[src/rtl/colgen_pkg.sv]
package colgen_pkg;
   typedef enum logic [2:0] {
      BLC_1    = 3'b000,
      BLC_2    = 3'b001,
      BLC_4    = 3'b010,
      BLC_8    = 3'b011,
      BLC_PAGE = 3'b111
   } blen_code_e;

   localparam int MIN_COL_W = 3;
   localparam int MAX_COL_W = 16;
endpackage

[src/rtl/colgen_mode_dec.sv]
module colgen_mode_dec
   import colgen_pkg::*;
#(
   parameter int COL_W = 8
) (
   input  logic [2:0]       bl_code,
   input  logic             interleave,
   output logic [COL_W-1:0] len_mask,
   output logic             page_mode,
   output logic             xor_order,
   output logic             cfg_bad
);
   always_comb begin
      len_mask  = '0;
      page_mode = 1'b0;
      cfg_bad   = 1'b0;
      case (blen_code_e'(bl_code))
         BLC_1:    len_mask = '0;
         BLC_2:    len_mask[0] = 1'b1;
         BLC_4:    len_mask[1:0] = 2'b11;
         BLC_8:    len_mask[2:0] = 3'b111;
         BLC_PAGE: begin
            len_mask  = '1;
            page_mode = 1'b1;
            cfg_bad   = interleave;
         end
         default:  cfg_bad = 1'b1;
      endcase
      xor_order = interleave & ~page_mode;
   end
endmodule

[src/rtl/colgen_beat_ctr.sv]
module colgen_beat_ctr #(
   parameter int COL_W = 8
) (
   input  logic             clk,
   input  logic             rst_n,
   input  logic             start,
   input  logic             stop,
   input  logic             final_beat,
   output logic             active,
   output logic [COL_W-1:0] beat
);
   always_ff @(posedge clk or negedge rst_n) begin
      if (!rst_n) begin
         active <= 1'b0;
         beat   <= '0;
      end else if (start) begin
         active <= 1'b1;
         beat   <= '0;
      end else if (stop) begin
         active <= 1'b0;
         beat   <= '0;
      end else if (active) begin
         if (final_beat) begin
            active <= 1'b0;
            beat   <= '0;
         end else begin
            beat <= beat + 1'b1;
         end
      end
   end
endmodule

[src/rtl/colgen_addr_gen.sv]
module colgen_addr_gen #(
   parameter int COL_W = 8
) (
   input  logic             active,
   input  logic             xor_order,
   input  logic [COL_W-1:0] base,
   input  logic [COL_W-1:0] beat,
   input  logic [COL_W-1:0] len_mask,
   output logic [COL_W-1:0] addr
);
   logic [COL_W-1:0] sum;
   logic [COL_W-1:0] pick;

   assign sum = base + beat;

   for (genvar i = 0; i < COL_W; i++) begin : g_bit
      logic seq_bit;
      assign seq_bit = len_mask[i] ? sum[i] : base[i];
      assign pick[i] = xor_order ? (base[i] ^ beat[i]) : seq_bit;
   end

   assign addr = active ? pick : '0;
endmodule

[src/rtl/sdram_burst_colgen.sv]
module sdram_burst_colgen
   import colgen_pkg::*;
#(
   parameter int COL_W = 8
) (
   input  logic             clk,
   input  logic             rst_n,
   input  logic [2:0]       bl_code,
   input  logic             interleave,
   input  logic             start,
   input  logic [COL_W-1:0] start_col,
   input  logic             stop,
   output logic [COL_W-1:0] col_addr,
   output logic             col_valid,
   output logic             last_beat,
   output logic             config_error
);
   if (COL_W < MIN_COL_W || COL_W > MAX_COL_W) begin : g_bad_width
      $error("sdram_burst_colgen: COL_W out of range");
   end

   logic [COL_W-1:0] dec_mask;
   logic             dec_page, dec_xor, dec_bad;
   logic [COL_W-1:0] mask_q, base_q, beat;
   logic             page_q, xor_q, err_q, active, final_beat;

   colgen_mode_dec #(.COL_W(COL_W)) u_dec (
      .bl_code    (bl_code),
      .interleave (interleave),
      .len_mask   (dec_mask),
      .page_mode  (dec_page),
      .xor_order  (dec_xor),
      .cfg_bad    (dec_bad)
   );

   always_ff @(posedge clk or negedge rst_n) begin
      if (!rst_n) begin
         mask_q <= '0;
         base_q <= '0;
         page_q <= 1'b0;
         xor_q  <= 1'b0;
         err_q  <= 1'b0;
      end else if (start) begin
         mask_q <= dec_mask;
         base_q <= start_col;
         page_q <= dec_page;
         xor_q  <= dec_xor;
         err_q  <= dec_bad;
      end
   end

   assign final_beat = active & ~page_q & (beat == mask_q);

   colgen_beat_ctr #(.COL_W(COL_W)) u_ctr (
      .clk        (clk),
      .rst_n      (rst_n),
      .start      (start),
      .stop       (stop),
      .final_beat (final_beat),
      .active     (active),
      .beat       (beat)
   );

   colgen_addr_gen #(.COL_W(COL_W)) u_addr (
      .active    (active),
      .xor_order (xor_q),
      .base      (base_q),
      .beat      (beat),
      .len_mask  (mask_q),
      .addr      (col_addr)
   );

   assign col_valid    = active;
   assign last_beat    = final_beat;
   assign config_error = err_q;
endmodule

[config.mk]
export PLATFORM = sky130hd
export DESIGN_NAME = sdram_burst_colgen
export DESIGN_NICKNAME = d
export VERILOG_FILES = /design/src/rtl/colgen_pkg.sv /design/src/rtl/colgen_mode_dec.sv /design/src/rtl/colgen_beat_ctr.sv /design/src/rtl/colgen_addr_gen.sv /design/src/rtl/sdram_burst_colgen.sv
export SDC_FILE = /design/constraint.sdc
export NUM_CORES = 1
export LEC_CHECK = 0
export ABC_AREA = 1
export BUFFER_PORTS_ARGS = -buffer_cell sky130_fd_sc_hd__buf_2
export CORE_MARGIN = 10
export CORE_UTILIZATION = 50
export CTS_BUF_LIST = sky130_fd_sc_hd__clkbuf_4 sky130_fd_sc_hd__clkbuf_8
export DETAILED_ROUTE_END_ITERATION = 12
export PLACE_DENSITY = 0.69
export SYNTH_ARGS = -nofsm -noshare
export SYNTH_HDL_FRONTEND = slang
export SYNTH_SLANG_ARGS = --single-unit
export TNS_END_PERCENT = 1
[constraint.sdc]
create_clock -name clk -period 3.1 [get_ports clk]
set_clock_uncertainty 0.15 [all_clocks]
set_input_delay 0.62 -clock clk [delete_from_list [all_inputs] [get_ports clk]]
set_output_delay 0.62 -clock clk [all_outputs]
set_load 0.02 [all_outputs]
==> run_results.csv, run 1 <==
group,metric,value,unit
status,status,"finished, final reports clean",
placed_design,gp_congestion,0.850,
clock_tree,root_buffer,"clkbuf_4",
clock_tree,h-tree-depth,1,
placed_design,io_buffers,26,
timing,worstMarginPinSlew,510,ps
critical_path,worst_setup_path_end_kind,"primary output",
synthesis,synth-simple-area-share,0.287,
routing,route.detailed.drc,0,
synthesis,synthesis.area,1650,um^2
global_route,met1_usage,0.170,
timing,finalCritPeriodShare,0.941,
global_route,grt_pass1_vias,1545,
power,ir_drop,225,uV
layout,fillCellCount,328,
synthesis,yosys_warnings,0,
clock_tree,cts_hold_buf,0,
floorplanning,start_util,0.531,
routing,wire_per_inst,12.9,um
layout,nets,279,
floorplanning,dieArea,5990,um^2
global_route,grt_busiest_layer,"met2",
timing,fmaxAchievable,0.343,GHz
global_route,track_usage,0.136,
critical_path,startpoint_type,"flip-flop",
global_route,antenna_found_initial,0,
critical_path,r2r_cells,6,
critical_path,timing.rr.start,"u_ctr.beat[1]",
floorplanning,die_y,77.4,um
critical_path,worst-r2r-setup-slack,1480,ps
clock_tree,cts.clk_slew.worst_paths,120,ps
timing,finalCriticalPeriod,2920,ps
layout,area_growth_syn_to_layout,11.1,%
timing,grt_setup_unrepaired,"false",
timing,whs,102,ps
synthesis,ys_seq_area_frac,0.349,
synthesis,synth_xor_area_frac,0.0319,
routing,vias,1506,
critical_path,r2r_end,"u_ctr.beat[6]",
global_route,grt_max_degree,24,
synthesis,synth_top_family_by_area,"simple AND/OR/NAND/NOR gates",
routing,drt_iter0_markers,132,
routing,drt_wl_total,3.84,mm
global_route,overflow,0,
synthesis,synth_fa_ha_area_frac,0.0729,
synthesis,synth_compound_area_frac,0.144,
synthesis,syn_inst,229,
routing,drtPass1Iterations,4,
global_route,grt_pass1_wl,6.87,mm
timing,drv_slew,0,
layout,drive_above_1_share,0.162,
timing,setup-tns-final,0,ps
floorplanning,die_x,77.4,um
synthesis,synth_cell_type_count,28,
worst_hold_path,hold_class,"input pin to async pin",
layout,final_util,0.590,
clock_tree,cts.sinks,23,
timing,relSlewSlack,0.660,
placed_design,dpl.hpwl,2.89,mm
power,p_leak,1.00,nW
flow_run,max_cap_viol_count,0,
critical_path,arrival,2150,ps
synthesis,synth_mux_area_frac,0,
clock_tree,numCtsBuffers,3,
clock_tree,cts_tree,"built",
power,powerDensity,363,nW/um^2
global_route,grt_use_met3,0.0323,
placed_design,dp.cells,293,
critical_path,worst-setup-path-type,"flip-flop to primary output",
routing,vias_per_cell,5.07,
synthesis,syn_avg_cell_area,7.20,um^2
global_route,met2_usage,0.222,
clock_tree,cts_buffer_depth,2,
layout,antennaDiodeCount,0,
critical_path,path_max_fanout,7,
critical_path,worst-endpoint-required,2330,ps
clock_tree,clock_latency,310,ps
timing,setup_viol,0,
floorplanning,ios,27,
synthesis,synth_seq_cells,23,
floorplanning,core,3100,um^2
floorplanning,rows,20,
timing,finalHoldViolCount,0,
synthesis,syn_nets,254,
routing,final_antenna_net_count,0,
layout,instances_no_fill,297,
[routing by layer]
metal  share of wire  wire [um]
met5               0          0
met4           0.014         55
met3           0.038        146
met2            0.47       1790
met1            0.48       1840
[critical path, cell delays in order, from the launching register on]
cell     delay (ps)
dfrtp_2         470
ha_1            220
fa_1            410
nand3_1         100
nand2_1          80
nand2_1         100
nand2_1          50
nand2_1          50
nand3_1          70
a21oi_2         140
buf_4           150
[sequential cells by signal, summed over array words and instances (netlist names)]
name          flops
base_q            8
u_ctr.active      1
config_error      1
u_ctr.beat        8
mask_q            4
xor_q             1
[per-stage QoR]
stage / total power, mW / area (um^2) / setup WS [ps]
finish: 0.664 / 1830 / 182
global route: 0.716 / 1830 / 14.4
CTS: 0.673 / 1820 / 137
detailed placement: 0.523 / 1790 / 506
global placement: 0.521 / 1790 / 527
floorplan: 0.464 / 1650 / 570
[worst max-delay path by stage]
stage | startpoint | to | slack, ps | cells past startpoint
2_1_floorplan | u_ctr.beat[0] | col_addr[6] | 570 | 9
3_3_place_gp | u_ctr.beat[0] | col_addr[6] | 530 | 10
3_5_place_dp | u_ctr.beat[0] | col_addr[6] | 510 | 10
4_1_cts | u_ctr.beat[0] | col_addr[6] | 140 | 10
5_1_grt | u_ctr.beat[2] | col_addr[7] | 10 | 9
6_report | u_ctr.beat[0] | col_addr[6] | 180 | 10
[final cells by class]
class | instances | area (um^2) | share of cell area
Timing Repair Buffer | 27 | 140 | 0.0766
Inverter | 34 | 140 | 0.0766
Clock buffer | 4 | 30.0 | 0.0164
Sequential cell | 23 | 578 | 0.316
Tap cell | 44 | 55.1 | 0.0301
Multi-Input combinational cell | 165 | 887 | 0.485
[cells by family after synthesis]
kind of cell / after synthesis
AO/OA/AOI/OAI: 44
AND/OR/NAND/NOR: 106
XOR/XNOR: 6
buffers and inverters: 41
flip-flops: 23
adder cells (fa/ha/maj): 9
[cells in the mapped netlist (all sizes together)]
library cell	number	area, um^2
a311oi	1	8.76
xor2	4	35.0
nand4	10	62.6
nand3	18	100
fa	1	20.0
dfrtp	23	576
o21bai	1	7.51
nor2	12	55.1
a21oi	17	85.1
nand2	64	240
buf	6	35.0
clkinv	1	16.3
o211ai	2	15.0
nor3	2	15.0
clkbuf	1	13.8
xnor2	2	17.5
o21ai	20	100
inv	33	124
a22oi	2	15.0
o22ai	1	6.26
ha	8	100
[where the power goes]
group          total [mW]  internal, mW  switching, mW
sequential          0.340         0.319         0.0212
combinational       0.177        0.0639          0.113
clock               0.147        0.0591         0.0877
total               0.664         0.442          0.222
[cell usage in the layout, fill, tap and decap left out, types with 4 or more instances in the layout]
master | Yosys | final
clkbuf_4 | 0 | 4
xor2_1 | 4 | 4
nand2_1 | 64 | 64
ha_1 | 8 | 8
a21oi_1 | 17 | 16
buf_2 | 4 | 25
nand3_1 | 16 | 16
nand4_1 | 10 | 10
inv_1 | 32 | 32
nor2_1 | 10 | 10
o21ai_0 | 18 | 18
dfrtp_1 | 23 | 21
[repair_timing]
action	in CTS	in global routing
setup buffers	0	0
hold endpoints to repair	0	0
setup endpoints to repair	0	4
gates resized for setup	0	4
No activity file was read; power rests on OpenSTA's default activity.
==> run 2, diff against run 1 <==
==> constraint.sdc (replaced) <==
create_clock -name clk -period 3.1 [get_ports clk]
set_clock_uncertainty 0.15 [all_clocks]
set_input_delay 0.62 -clock clk [delete_from_list [all_inputs] [get_ports clk]]
set_output_delay 0.62 -clock clk [all_outputs]
set_load 0.01 [all_outputs]
==> run_results.csv, run 2 (synthesis results as in run 1) <==
group,metric,value,unit
timing,setup_viol,0,
global_route,grt_busiest_layer,"met2",
critical_path,worst-setup-path-type,"flip-flop to primary output",
layout,area_growth_syn_to_layout,11.5,%
critical_path,worst_setup_path_end_kind,"primary output",
timing,grt_setup_unrepaired,"false",
global_route,grt_pass1_wl,6.92,mm
critical_path,worst-endpoint-required,2330,ps
layout,reg_top3,"base_q x8, u_ctr.beat x8, mask_q x4",
timing,finalCriticalPeriod,2900,ps
timing,relSlewSlack,0.651,
clock_tree,cts.clk_slew.worst_paths,130,ps
flow_run,max_cap_viol_count,0,
critical_path,r2r_cells,6,
global_route,antenna_found_initial,0,
status,status,"finished, final reports clean",
layout,drive_above_1_share,0.161,
layout,fillCellCount,322,
routing,route.detailed.drc,0,
clock_tree,h-tree-depth,1,
routing,drt_iter0_markers,99,
layout,antennaDiodeCount,0,
critical_path,cp_cell_sequence,"ha_1, fa_1, nand3_1, nand2_1, nand2_1, nand2_1, nand2_1, nand3_1, a21oi_1, buf_2",
global_route,met2_usage,0.219,
layout,design_area,1840,um^2
timing,drv_slew,0,
routing,drt_wl_total,3.88,mm
routing,vias_per_cell,5.11,
placed_design,dp.cells,293,
critical_path,critical_path.most_common_cell,"nand2_1",
critical_path,path_max_fanout,6,
layout,mostFrequentLayoutCells,"64 x nand2_1, 32 x inv_1, 26 x buf_2",
placed_design,dpl.hpwl,2.92,mm
floorplanning,ios,27,
clock_tree,numCtsBuffers,3,
power,powerDensity,357,nW/um^2
global_route,grt_max_degree,24,
floorplanning,start_util,0.531,
timing,fmaxAchievable,0.344,GHz
layout,final_common_cell,"nand2_1",
clock_tree,cts_hold_buf,0,
critical_path,startpoint_type,"flip-flop",
critical_path,slowest_stage,"dfrtp_2",
critical_path,cpPeakStageDelay,470,ps
timing,worstMarginPinSlew,523,ps
routing,final_antenna_net_count,0,
routing,drtPass1Iterations,4,
global_route,met1_usage,0.173,
critical_path,arrival,2130,ps
timing,finalCritPeriodShare,0.937,
clock_tree,cts_buffer_depth,2,
placed_design,gp_congestion,0.852,
global_route,overflow,0,
floorplanning,die_y,77.4,um
clock_tree,cts_tree,"built",
global_route,grt_pass1_vias,1529,
floorplanning,core,3100,um^2
floorplanning,dieArea,5990,um^2
clock_tree,clock_latency,320,ps
floorplanning,rows,20,
global_route,grt_use_met3,0.0323,
placed_design,io_buffers,26,
global_route,track_usage,0.135,
power,p_leak,1.02,nW
timing,setup-tns-final,0,ps
floorplanning,die_x,77.4,um
placed_design,dpl_cell_area,1790,um^2
timing,finalHoldViolCount,0,
worst_hold_path,hold_class,"input pin to async pin",
layout,instances_no_fill,299,
clock_tree,cts.sinks,23,
power,ir_drop,231,uV
routing,vias,1527,
critical_path,worst-r2r-setup-slack,1480,ps
clock_tree,root_buffer,"clkbuf_4",
layout,nets,281,
routing,wire_per_inst,13.0,um
## run 2: layout make-up
class | instances | area (um^2) | share of cell area
Multi-Input combinational cell | 165 | 883 | 0.481
Timing Repair Buffer | 29 | 153 | 0.0830
Sequential cell | 23 | 577 | 0.314
Clock buffer | 4 | 30.0 | 0.0163
Inverter | 34 | 140 | 0.0762
Tap cell | 44 | 55.1 | 0.0300
## run 2: routing by layer
layer  vias up  wire (um)
li1        803          -
met1       695       1900
met2        23       1790
met3         6        146
met4         0         44
met5         -          0
## run 2: worst max-delay path: cells and delay by family, from the launching register on
kind | cells | cell delay (ps)
AOI/OAI and AO/OA | 1 | 140
adders and majority gates | 2 | 630
buffers and inverters | 1 | 140
DFF | 1 | 470
and+or+nand+nor | 6 | 450
## run 2: final timing paths
kind	startpoint	endpoint
setup / recovery	u_ctr.beat[0]	col_addr[6]
min in group clk	start_col[5]	base_q[5]
hold / removal	rst_n	base_q[0]
hold reg to reg	config_error	config_error
max in group asynchronous	rst_n	u_ctr.beat[0]
setup reg to reg	u_ctr.beat[1]	u_ctr.beat[6]
## run 2: timing repair
action	in CTS	in global routing
endpoints found under the setup margin	0	1
endpoints found under the hold margin	0	0
setup buffers	0	2
resized for setup	0	1
## run 2: power breakdown
group | total (mW) | switching (mW) | internal [mW]
Sequential | 0.339 | 0.0207 | 0.319
Clock | 0.153 | 0.0938 | 0.0591
Combinational | 0.163 | 0.0990 | 0.0644
Total | 0.656 | 0.213 | 0.442
## run 2: per-stage QoR
step | utilization | hold slack (ps) | total power [mW] | setup slack [ps]
after floorplan | - | 174 | 0.449 | 709
after global placement | 0.577 | 314 | 0.506 | 560
after detailed placement | 0.577 | 330 | 0.508 | 533
after CTS | 0.587 | 124 | 0.654 | 172
after global routing | 0.592 | 130 | 0.698 | 8.55
final | 0.592 | 104 | 0.656 | 195
==> run 3, diff against run 2 <==
--- a/config.mk
+++ b/config.mk
@@ -11,7 +11,7 @@
 export CORE_UTILIZATION = 50
 export CTS_BUF_LIST = sky130_fd_sc_hd__clkbuf_4 sky130_fd_sc_hd__clkbuf_8
 export DETAILED_ROUTE_END_ITERATION = 12
-export PLACE_DENSITY = 0.69
+export PLACE_DENSITY = 0.72
 export SYNTH_ARGS = -nofsm -noshare
 export SYNTH_HDL_FRONTEND = slang
 export SYNTH_SLANG_ARGS = --single-unit
==> run_results.csv, run 3 (synthesis results as in run 1) <==
group,metric,value,unit
flow_run,max_cap_viol_count,0,
timing,grt_setup_unrepaired,"false",
routing,drt_iter0_markers,47,
layout,area_growth_syn_to_layout,11.4,%
routing,vias,1542,
timing,drv_slew,0,
critical_path,arrival,2100,ps
clock_tree,root_buffer,"clkbuf_4",
timing,setup-tns-final,0,ps
timing,finalHoldViolCount,0,
layout,reg_top3,"base_q x8, u_ctr.beat x8, mask_q x4",
power,netSwitchingPower,213,uW
timing,worstMarginPinSlew,536,ps
layout,final_common_cell,"nand2_1",
critical_path,worst-endpoint-required,2330,ps
placed_design,dpl.hpwl,2.91,mm
clock_tree,cts.sinks,23,
timing,setup_viol,0,
routing,route.detailed.drc,0,
critical_path,path_max_fanout,4,
global_route,grt_max_degree,24,
clock_tree,cts_tree,"built",
floorplanning,ios,27,
routing,vias_per_cell,5.16,
timing,finalCritPeriodShare,0.926,
global_route,grt_pass1_vias,1557,
placed_design,io_buffers,26,
worst_hold_path,hold_class,"input pin to async pin",
clock_tree,cts.clk_slew.worst_paths,130,ps
floorplanning,start_util,0.531,
power,powerDensity,351,nW/um^2
layout,nets,281,
floorplanning,dieArea,5990,um^2
layout,antennaDiodeCount,0,
timing,relSlewSlack,0.643,
clock_tree,cts_hold_buf,0,
layout,mostFrequentLayoutCells,"64 x nand2_1, 32 x inv_1, 26 x buf_2",
floorplanning,die_y,77.4,um
critical_path,cp_cell_sequence,"ha_1, fa_1, nand3_1, nand2_1, nand2_1, nand2_1, nand2_1, nand3_1, a21oi_1, buf_2",
critical_path,worst-setup-path-type,"flip-flop to primary output",
power,p_leak,1.02,nW
critical_path,startpoint_type,"flip-flop",
routing,drt_wl_total,3.88,mm
status,status,"finished, final reports clean",
routing,drtPass1Iterations,4,
timing,fmaxAchievable,0.348,GHz
floorplanning,core,3100,um^2
routing,final_antenna_net_count,0,
clock_tree,numCtsBuffers,3,
power,switching_share,0.330,
critical_path,critical_path.most_common_cell,"nand2_1",
global_route,antenna_found_initial,0,
power,clkPwrFrac,0.218,
placed_design,gp_congestion,0.918,
clock_tree,cts_buffer_depth,2,
floorplanning,rows,20,
clock_tree,clock_latency,320,ps
critical_path,worst_setup_path_end_kind,"primary output",
global_route,track_usage,0.135,
power,power_frac_seq,0.526,
critical_path,slowest_stage,"dfrtp_2",
timing,finalCriticalPeriod,2870,ps
power,p_int,432,uW
routing,wire_per_inst,13.0,um
floorplanning,die_x,77.4,um
power,pwr-share-comb,0.256,
clock_tree,h-tree-depth,1,
critical_path,r2r_cells,6,
global_route,overflow,0,
power,ir_drop,213,uV
power,power,644,uW
layout,drive_above_1_share,0.161,
global_route,grt_pass1_wl,6.97,mm
critical_path,cpPeakStageDelay,440,ps
## run 3: through the flow
stage	setup WS (ps)	cells	utilization	instance area, um^2	hold slack [ps]
5_1_grt	16.7	299	0.592	1840	129
4_1_cts	168	297	0.586	1820	118
3_3_place_gp	564	293	0.577	1790	314
2_1_floorplan	709	229	-	1650	174
6_report	228	299	0.592	1840	108
3_5_place_dp	537	293	0.577	1790	326
## run 3: worst paths after layout
| check | to | from | slack (ps) |
|---|---|---|---|
| worst max register to register | u_ctr.beat[6] | u_ctr.beat[1] | 1490 |
| min in group clk | base_q[7] | start_col[7] | 340 |
| worst max-delay path | col_addr[6] | u_ctr.beat[0] | 230 |
| worst min-delay path | config_error | rst_n | 110 |
| worst min register to register | config_error | config_error | 360 |
| max in group asynchronous | u_ctr.beat[0] | rst_n | 2300 |
## run 3: worst max-delay path: cells and delay by family, from the launching register on
kind / cells / cell delay (ps)
AO/OA/AOI/OAI: 1 / 140
AND/OR/NAND/NOR: 6 / 440
adder cells (fa/ha/maj): 2 / 620
flip-flops: 1 / 440
buffers and inverters: 1 / 140
## run 3: layer usage
layer	track usage	up-vias	wire length [um]
met4	0.0274	0	37
met2	0.239	27	1800
li1	-	804	-
met3	0.0311	5	201
met1	0.161	706	1840
met5	0	-	0
## run 3: power groups by stage
stage / logic (mW) / registers [mW] / clock network (mW)
2_1_floorplan: 0.110 / 0.339 / 0
3_3_place_gp: 0.160 / 0.345 / 0
3_5_place_dp: 0.162 / 0.345 / 0
4_1_cts: 0.163 / 0.340 / 0.147
5_1_grt: 0.191 / 0.342 / 0.159
6_report: 0.165 / 0.339 / 0.141
## run 3: area by class of cell
cell class	count	area, um^2
Inverter	34	140
Timing Repair Buffer	29	153
Fill cell	330	1270
Sequential cell	23	577
Multi-Input combinational cell	165	883
Clock inverter	1	5.00
Tap cell	44	55.1
Clock buffer	3	22.5
## run 3: repair_timing
item,in CTS,in global routing
endpoints found under the setup margin,0,1
hold endpoints to repair,0,0
buffers inserted,0,2
gates resized for setup,0,1
